<file path="config.mk">
export PLATFORM = sky130hd
export DESIGN_NAME = printable_payload_sorter
export DESIGN_NICKNAME = d
export VERILOG_FILES = /design/src/rtl/pps_pkg.sv /design/src/rtl/pps_lane.sv /design/src/rtl/pps_beat_scan.sv /design/src/rtl/printable_payload_sorter.sv
export SDC_FILE = /design/constraint.sdc
export NUM_CORES = 1
export LEC_CHECK = 0
export ABC_AREA = 1
export BUFFER_PORTS_ARGS = -buffer_cell sky130_fd_sc_hd__buf_2
export CELL_PAD_IN_SITES_DETAIL_PLACEMENT = 0
export CELL_PAD_IN_SITES_GLOBAL_PLACEMENT = 1
export CORE_MARGIN = 3
export CORE_UTILIZATION = 25
export CTS_BUF_LIST = sky130_fd_sc_hd__clkbuf_4
export DETAILED_ROUTE_END_ITERATION = 16
export PLACE_DENSITY = 0.55
export SLEW_MARGIN = 20
export SYNTH_ARGS = -nofsm -noshare
export SYNTH_HDL_FRONTEND = slang
export SYNTH_SLANG_ARGS = --single-unit
export TNS_END_PERCENT = 1
</file>
<file path="constraint.sdc">
create_clock -name clk -period 12.15 [get_ports clk]
set_input_delay 1.215 -clock clk [delete_from_list [all_inputs] [get_ports clk]]
set_output_delay 1.215 -clock clk [all_outputs]
set_load 0.01 [all_outputs]
</file>
<file path="src/rtl/pps_pkg.sv">
package pps_pkg;

  localparam int PCT_W = 7;

  // readable text range
  function automatic logic is_text(input logic [7:0] b);
    return (b >= 8'd32) && (b <= 8'd126);
  endfunction

  // share test without division; an empty payload never qualifies
  function automatic logic share_met(input logic [31:0] cnt,
                                     input logic [31:0] len,
                                     input logic [PCT_W-1:0] pct);
    logic [39:0] lhs;
    logic [39:0] rhs;
    lhs = 40'(cnt) * 40'd100;
    rhs = 40'(pct) * 40'(len);
    return (len != 32'd0) && (lhs >= rhs);
  endfunction

endpackage

</file>
<file path="src/rtl/pps_lane.sv">
module pps_lane #(
  parameter int LEN_W = 16
) (
  input  logic [7:0]       byte_i,
  input  logic             in_pay_i,
  input  logic [LEN_W-1:0] run_i,
  input  logic [LEN_W-1:0] burst_thr_i,
  output logic [LEN_W-1:0] run_o,
  output logic             text_o,
  output logic             hit_o
);
  import pps_pkg::*;

  logic             txt;
  logic [LEN_W-1:0] inc;

  assign txt    = is_text(byte_i);
  assign inc    = run_i + LEN_W'(1);
  assign text_o = in_pay_i && txt;
  assign run_o  = !in_pay_i ? run_i : (txt ? inc : '0);
  assign hit_o  = text_o && (inc >= burst_thr_i);
endmodule

</file>
<file path="src/rtl/pps_beat_scan.sv">
module pps_beat_scan #(
  parameter int BYTES = 8,
  parameter int LEN_W = 16,
  localparam int CW   = $clog2(BYTES + 1)
) (
  input  logic [BYTES*8-1:0] data_i,
  input  logic [BYTES-1:0]   keep_i,
  input  logic [31:0]        base_i,
  input  logic [31:0]        pay_lo_i,
  input  logic [31:0]        pay_hi_i,
  input  logic [LEN_W-1:0]   run_i,
  input  logic [LEN_W-1:0]   burst_thr_i,
  output logic [LEN_W-1:0]   run_o,
  output logic [CW-1:0]      count_o,
  output logic               burst_hit_o
);
  logic [LEN_W-1:0] run_c [BYTES+1];
  logic [BYTES-1:0] text_v;
  logic [BYTES-1:0] hit_v;

  assign run_c[0] = run_i;

  for (genvar g = 0; g < BYTES; g++) begin : g_lane
    logic [31:0] pos;
    logic        in_pay;
    assign pos    = base_i + 32'(g);
    assign in_pay = keep_i[g] && (pos >= pay_lo_i) && (pos < pay_hi_i);
    pps_lane #(.LEN_W(LEN_W)) u_lane (
      .byte_i      (data_i[g*8 +: 8]),
      .in_pay_i    (in_pay),
      .run_i       (run_c[g]),
      .burst_thr_i (burst_thr_i),
      .run_o       (run_c[g+1]),
      .text_o      (text_v[g]),
      .hit_o       (hit_v[g])
    );
  end

  always_comb begin
    count_o = '0;
    for (int i = 0; i < BYTES; i++) count_o = count_o + CW'(text_v[i]);
  end

  assign run_o       = run_c[BYTES];
  assign burst_hit_o = |hit_v;
endmodule

</file>
<file path="src/rtl/printable_payload_sorter.sv">
module printable_payload_sorter #(
  parameter int BYTES = 8,
  parameter int LEN_W = 16
) (
  input  logic               clk,
  input  logic               rst_n,
  input  logic               s_valid,
  input  logic [BYTES*8-1:0] s_data,
  input  logic [BYTES-1:0]   s_keep,
  input  logic               s_last,
  input  logic [LEN_W-1:0]   pay_off,
  input  logic [LEN_W-1:0]   pay_len,
  input  logic [LEN_W-1:0]   burst_thr,
  input  logic [6:0]         pct_thr,
  output logic               v_valid,
  output logic               v_plain
);
  import pps_pkg::*;

  localparam int CW = $clog2(BYTES + 1);

  logic             mid_q, done_q;
  logic [LEN_W-1:0] beat_q, off_q, len_q, run_q, cnt_q;

  // per-beat view, first beat takes the live header fields
  logic             sop;
  logic [LEN_W-1:0] off_cur, len_cur, bidx, run_in, cnt_in, run_out, cnt_next;
  logic             done_in;
  logic [31:0]      base, pay_lo, pay_hi;
  logic [CW-1:0]    beat_cnt;
  logic             burst_hit, share_hit, plain_now, fire_early, fire_end;

  assign sop     = !mid_q;
  assign off_cur = sop ? pay_off : off_q;
  assign len_cur = sop ? pay_len : len_q;
  assign bidx    = sop ? '0 : beat_q;
  assign run_in  = sop ? '0 : run_q;
  assign cnt_in  = sop ? '0 : cnt_q;
  assign done_in = sop ? 1'b0 : done_q;

  assign base   = 32'(bidx) * 32'(BYTES);
  assign pay_lo = 32'(off_cur);
  assign pay_hi = pay_lo + 32'(len_cur);

  pps_beat_scan #(.BYTES(BYTES), .LEN_W(LEN_W)) u_scan (
    .data_i      (s_data),
    .keep_i      (s_keep),
    .base_i      (base),
    .pay_lo_i    (pay_lo),
    .pay_hi_i    (pay_hi),
    .run_i       (run_in),
    .burst_thr_i (burst_thr),
    .run_o       (run_out),
    .count_o     (beat_cnt),
    .burst_hit_o (burst_hit)
  );

  assign cnt_next   = cnt_in + LEN_W'(beat_cnt);
  assign share_hit  = share_met(32'(cnt_next), 32'(len_cur), pct_thr);
  assign plain_now  = burst_hit || share_hit;
  assign fire_early = s_valid && !done_in && plain_now;
  assign fire_end   = s_valid && s_last && !done_in && !plain_now;

  always_ff @(posedge clk or negedge rst_n) begin
    if (!rst_n) begin
      mid_q   <= 1'b0;
      done_q  <= 1'b0;
      beat_q  <= '0;
      off_q   <= '0;
      len_q   <= '0;
      run_q   <= '0;
      cnt_q   <= '0;
      v_valid <= 1'b0;
      v_plain <= 1'b0;
    end else begin
      v_valid <= fire_early || fire_end;
      v_plain <= fire_early;
      if (s_valid) begin
        mid_q  <= !s_last;
        done_q <= done_in || fire_early;
        beat_q <= bidx + LEN_W'(1);
        off_q  <= off_cur;
        len_q  <= len_cur;
        run_q  <= run_out;
        cnt_q  <= cnt_next;
      end
    end
  end
endmodule

</file>
==> results of run 1 <==
## power breakdown
group | internal (mW) | switching [mW] | leakage [nW] | total (mW)
Sequential | 0.302 | 0.0159 | 1.08 | 0.318
Clock | 0.107 | 0.132 | 0.101 | 0.240
Combinational | 0.755 | 1.13 | 12.4 | 1.89
Total | 1.16 | 1.28 | 13.6 | 2.44
## registers in the layout, indices dropped and copies added (netlist names)
signal and cells:
off_q 16, done_q 1, v_plain 1, v_valid 1, len_q 16, beat_q 16, run_q 16, mid_q 1
cnt_q 16
## area by class of cell
| class | count | area (µm²) | area share (%) |
|---|---|---|---|
| diodes | 2 | 5.00 | 0.0207 |
| clock buffers | 9 | 67.6 | 0.280 |
| clock inverters | 7 | 129 | 0.534 |
| inverters | 555 | 2090 | 8.68 |
| multi-input cells | 2326 | 15600 | 64.5 |
| flip-flops and latches | 84 | 2110 | 8.72 |
| well taps | 1040 | 1300 | 5.39 |
| repair buffers | 419 | 2870 | 11.9 |
## routing by layer
metal | routed length [µm] | up-vias | track usage [%]
met1 | 32100 | 8995 | 21.6
met3 | 1090 | 40 | 0.658
met4 | 933 | 0 | 3.03
met2 | 34400 | 200 | 30.7
met5 | 0 | - | 0
li1 | - | 10400 | -
## worst min-delay path, cell delays in order, from the launching register on
cell	delay, ns
dfrtp_1	0.37
nand2_1	0.05
o21ai_0	0.06
## metrics by stage
| stage | std cells | setup slack, ns | setup TNS, ns | util (%) |
|---|---|---|---|---|
| global placement | 4416 | -0.867 | -2.53 | 30.5 |
| global route | 4442 | -1.09 | -3.24 | 31.0 |
| floorplan | 3019 | -0.348 | -0.910 | - |
| detailed placement | 4416 | -0.983 | -2.91 | 30.5 |
| finish | 4442 | -0.128 | -0.276 | 31.0 |
| CTS | 4440 | -0.181 | -0.451 | 30.9 |
## cells in the final DEF (no fill, tap or decap), types with 19 or more instances in the layout
cell / count
nand2_2: 66
buf_2: 131
a21oi_1: 144
nor3_1: 19
fa_1: 83
nand3_2: 37
dfrtp_1: 83
o21ai_0: 105
ha_1: 297
nand4_1: 51
inv_2: 45
or2_2: 31
nand3_1: 179
nand2_1: 770
nor2_2: 25
xor2_1: 62
o21a_1: 19
buf_4: 284
nor2_1: 201
inv_1: 491
xnor2_1: 32
o21bai_1: 24
## logic make-up after synthesis
family,after synthesis,share of synthesized area (%)
adders and majority gates,390,27.9
AOI/OAI and AO/OA,404,12.1
DFF,84,10.6
buffers and inverters,609,11.8
and+or+nand+nor,1436,33.3
xor gates and xnor gates,96,4.28
## path summary, 6_finish.rpt
path	from	to	cells after the start
max	mid_q	done_q	73
min	len_q[12]	len_q[12]	2
max reg2reg	mid_q	done_q	73
min reg2reg	len_q[12]	len_q[12]	2
max in group asynchronous	rst_n	mid_q	2
min in group asynchronous	rst_n	off_q[14]	1
## repair_timing
item / 4_1_cts / 5_1_grt
endpoints found under the setup margin: 3 / 3
pin swaps: 31 / 1
buffers inserted: 8 / 0
resized for setup: 11 / 9
==> flow_metrics.tcl, run 1 <==
set metrics [dict create \
    drc 0 \
    cts_root_buffer "clkbuf_4" \
    finalCritPeriodShare_pct 101 \
    hold_viol 0 \
    slowest_delay_ns 0.57 \
    ys_warn_count 0 \
    crit_path_start_kind "register" \
    postCtsHoldBufs 0 \
    ios 133 \
    holdWs_ns 0.500 \
    fin_ws_ns -0.128 \
    dpl-instance-area_mm2 0.0238 \
    yosysTopAreaCell "ha_1" \
    drive_above_1_share_pct 21.1 \
    synth_top_area_share_pct 19.2 \
    die_area_mm2 0.0826 \
    firstDrtPassIters 5 \
    netlist_area_mm2 0.0198 \
    max_slew.worst_pin.slew_ns 0.833 \
    synth.avg_cell_area_um2 6.56 \
    slew_viol_final 0 \
    grt_usage_pct 16.6 \
    vias 19600 \
    portBuffers 132 \
    rrSetupSlack_ns -0.13 \
    core_area_mm2 0.0780 \
    max_freq_ghz 0.0814 \
    synth_common_cells "774 x nand2_1, 499 x inv_1, 304 x ha_1" \
    drt-initial-drc-count 883 \
    setup.worst_path.end_class "register" \
    leakage_nw 13.6 \
    wl_per_cell_um 15.4 \
    cap_violations 0 \
    worstSkewPairLatency_ns 0.56 \
    num_rows 102 \
    htree_levels 3 \
    max_slew_margin_pct 44.5 \
    grt_overflow 0 \
    cts_tree "built" \
    antenna_found_initial 4 \
    hold_path_class "reg -> reg" \
    violations "negative setup slack" \
    ant_nets 0 \
    fin_crit_ns 12.28 \
    initial_core_util_pct 25.4 \
    grt_pass1_vias 19500 \
    clk_pin_slew_worst_paths_ns 0.19 \
    cp.required_ns 12.63 \
    finalPower_mw 2.44 \
    status "finished, violations left" \
    rsz0062_at_grt "true" \
    synth_ff_type "dfrtp_1" \
    ys_seq_area_share_pct 10.6 \
    die_w_um 287 \
    fin_worst_skew_ns 0.0408 \
    path_buf_inv 11 \
    numCtsBuffers 9 \
    vias_per_cell 4.42 \
    async_flop_share_pct 100 \
    synth_edf_count 0 \
    netlist_instances 3019 \
    synth.most_common_cell "nand2_1" \
    grt_pass1_wl_um 108000 \
    p_per_area_mw_per_mm2 101 \
    stdcell_area_mm2 0.0241 \
    synth_nets 3540 \
    cp_top_family "adder cells" \
    vdd.ir_drop.worst_mv 0.141 \
    die_h_um 287 \
    cts.path.max_buffers 2 \
    gp_congestion 0.820 \
    dp_hpwl_um 57400 \
    final_nets 3916 \
    slowest_stage "fa_2" \
    clkSinkCount 84 \
    syn_to_final_growth_pct 21.9 \
    drt-total-wl_um 68500 \
    grt_max_degree 69 \
    setup_viol 3 \
    fillers 8769 \
    synth_area_leaders "ha_1 19%, nand2_1 15%, dfrtp_1 11%" \
    synth_seq_cells 84 \
    path_class "reg -> reg" \
    critPathMaxFanout 16 \
    arrival_ns 12.75 \
    ys_types 55 \
]
(Power assumes the default switching activity.)
==> run 2, diff against run 1 <==
--- a/config.mk
+++ b/config.mk
@@ -13,3 +13,3 @@
 export CORE_UTILIZATION = 25
-export CTS_BUF_LIST = sky130_fd_sc_hd__clkbuf_4
+export CTS_BUF_LIST = sky130_fd_sc_hd__clkbuf_2 sky130_fd_sc_hd__clkbuf_4 sky130_fd_sc_hd__clkbuf_8
 export DETAILED_ROUTE_END_ITERATION = 16
==> constraint.sdc (replaced) <==
create_clock -name clk -period 12.15 [get_ports clk]
set_input_delay 1.8225 -clock clk [delete_from_list [all_inputs] [get_ports clk]]
set_output_delay 1.8225 -clock clk [all_outputs]
set_load 0.01 [all_outputs]
==> run 2 against run 1 <==
  * The run still ends with negative setup slack left
  * First-iteration DRC count down 2.5%
  * Maximum frequency down 6.4%
  * Clock power up 7%
  * Routed wire length up 0.48%
  * Clock skew down 0.026 ns
  * Clock-buffer cell count unchanged
  * Sequential share of layout area down 0.20 points
  * Die area unchanged
  * Combinational power about the same
  * Total power up 2.2%
  * Flip-flop and latch count unchanged
  * Critical endpoint unchanged
  * Largest power group unchanged
==> flow_metrics.tcl, run 2 (same netlist as run 1, synthesis figures left out) <==
set metrics [dict create \
    cts_tree "built" \
    cap_violations 0 \
    fillers 8707 \
    ios 133 \
    worstSkewPairLatency_ns 0.43 \
    holdWs_ns 0.486 \
    pre_cts_slack_ns -1.88 \
    violations "negative setup slack" \
    drt-total-wl_um 68800 \
    final_nets 3994 \
    path_class "in -> reg" \
    die_w_um 287 \
    grt_usage_pct 16.7 \
    vias_per_cell 4.39 \
    leakage_nw 14.0 \
    clk_pin_slew_worst_paths_ns 0.11 \
    p_per_area_mw_per_mm2 101 \
    numCtsBuffers 9 \
    num_rows 102 \
    vdd.ir_drop.worst_mv 0.0995 \
    slowest_stage "fa_1" \
    cts_root_buffer "clkbuf_8" \
    cpMostUsedCell "a21oi_1" \
    setup.worst_path.end_class "register" \
    mostFrequentLayoutCells "770 x nand2_1, 491 x inv_1, 362 x buf_4, 298 x ha_1, 201 x nor2_1" \
    arrival_ns 13.44 \
    whs_endpoint "cnt_q[0]" \
    grt_overflow 0 \
    min_from "cnt_q[0]" \
    setup_viol 3 \
    ant_nets 0 \
    drive_above_1_share_pct 22.8 \
    max_slew.worst_pin.slew_ns 0.855 \
    slew_viol_final 0 \
    initial_core_util_pct 25.4 \
    hold_viol 0 \
    max_freq_ghz 0.0763 \
    fin_crit_ns 13.11 \
    syn_to_final_growth_pct 24.8 \
    htree_levels 3 \
    clkSinkCount 84 \
    finalCritPeriodShare_pct 108 \
    finalPower_mw 2.50 \
    cts.path.max_buffers 2 \
    critPathMaxFanout 4 \
    rr_endpoint "done_q" \
    grt_pass1_vias 19500 \
    cp.required_ns 12.48 \
    core_area_mm2 0.0780 \
    r2r_cells 72 \
    crit_path_start_kind "primary input" \
    slowest_delay_ns 0.57 \
    die_area_mm2 0.0826 \
    antenna_found_initial 1 \
    final_common_cell "nand2_1" \
    status "finished, violations left" \
    firstDrtPassIters 7 \
    postLayoutCoreUtil_pct 31.7 \
    cp_top_family "adder cells" \
    path_buf_inv 9 \
    rrSetupSlack_ns -0.23 \
    fin_worst_skew_ns 0.0144 \
    wl_per_cell_um 15.2 \
    postCtsHoldBufs 0 \
    portBuffers 132 \
    fin_ws_ns -0.961 \
    die_h_um 287 \
    max_slew_margin_pct 43.0 \
    gp_congestion 0.845 \
    rsz0062_at_grt "true" \
    grt_max_degree 63 \
    r2r_start "mid_q" \
    drc 0 \
    dp_cells 4487 \
    dp_hpwl_um 58100 \
    grt_pass1_wl_um 108000 \
    instances_no_fill 4519 \
    vias 19800 \
    hold_path_class "reg -> reg" \
    drt-initial-drc-count 861 \
    hold_depth 2 \
]
-- run 2: changes by cell type in the layout (fill, tap and decap cells not counted), sizes merged --
cell    change
buf        +78
bufinv      -1
diode       -1
inv         +1
-- run 2: per-layer routing --
metal | routed length [µm] | track usage (%) | part of all wire, %
met4 | 554 | 2.14 | 0.80
met3 | 1490 | 0.825 | 2.2
met5 | 0 | 0 | 0
met1 | 32000 | 21.9 | 47
met2 | 34800 | 30.8 | 50
-- run 2: cell type report --
cell class              count  area [µm²]  area share [%]
clock inverters             7         105           0.425
clock buffers               9         124           0.501
repair buffers            497        3440            13.9
multi-input cells        2326       15500            62.9
inverters                 555        2090            8.47
flip-flops and latches     84        2110            8.52
well taps                1040        1300            5.26
diodes                      1        2.50          0.0101
-- run 2: worst max path at each step --
stage | from | endpoint | cells after the start
finish | pay_len[1] | done_q | 71
global route | pay_len[1] | done_q | 71
CTS | pay_len[1] | done_q | 71
detailed placement | pay_off[0] | done_q | 68
global placement | pay_off[1] | done_q | 69
floorplan | pay_len[1] | done_q | 69
-- run 2: metrics by stage --
| step | TNS (ns) | cell area, µm² |
|---|---|---|
| 6_report | -2.82 | 24700 |
| 5_1_grt | -5.80 | 24700 |
| 4_1_cts | -2.79 | 24700 |
| 3_5_place_dp | -5.55 | 24300 |
| 3_3_place_gp | -4.96 | 24300 |
| 2_1_floorplan | -2.73 | 19900 |
-- run 2: where the power goes --
group	internal, mW	switching [mW]	total (mW)
logic	0.788	1.13	1.92
clock network	0.119	0.138	0.257
registers	0.302	0.0159	0.318
-- run 2: what timing repair did --
action                                  4_1_cts  5_1_grt
buffers inserted                             15        0
resized for setup                            14        5
endpoints found under the hold margin         0        0
pin swaps                                    33        0
endpoints found under the setup margin        3        5
-- run 2: worst min-delay path, cell delays in order (launching register included) --
cell,delay [ns]
dfrtp_1,0.36
nand2_1,0.05
nand2_1,0.04
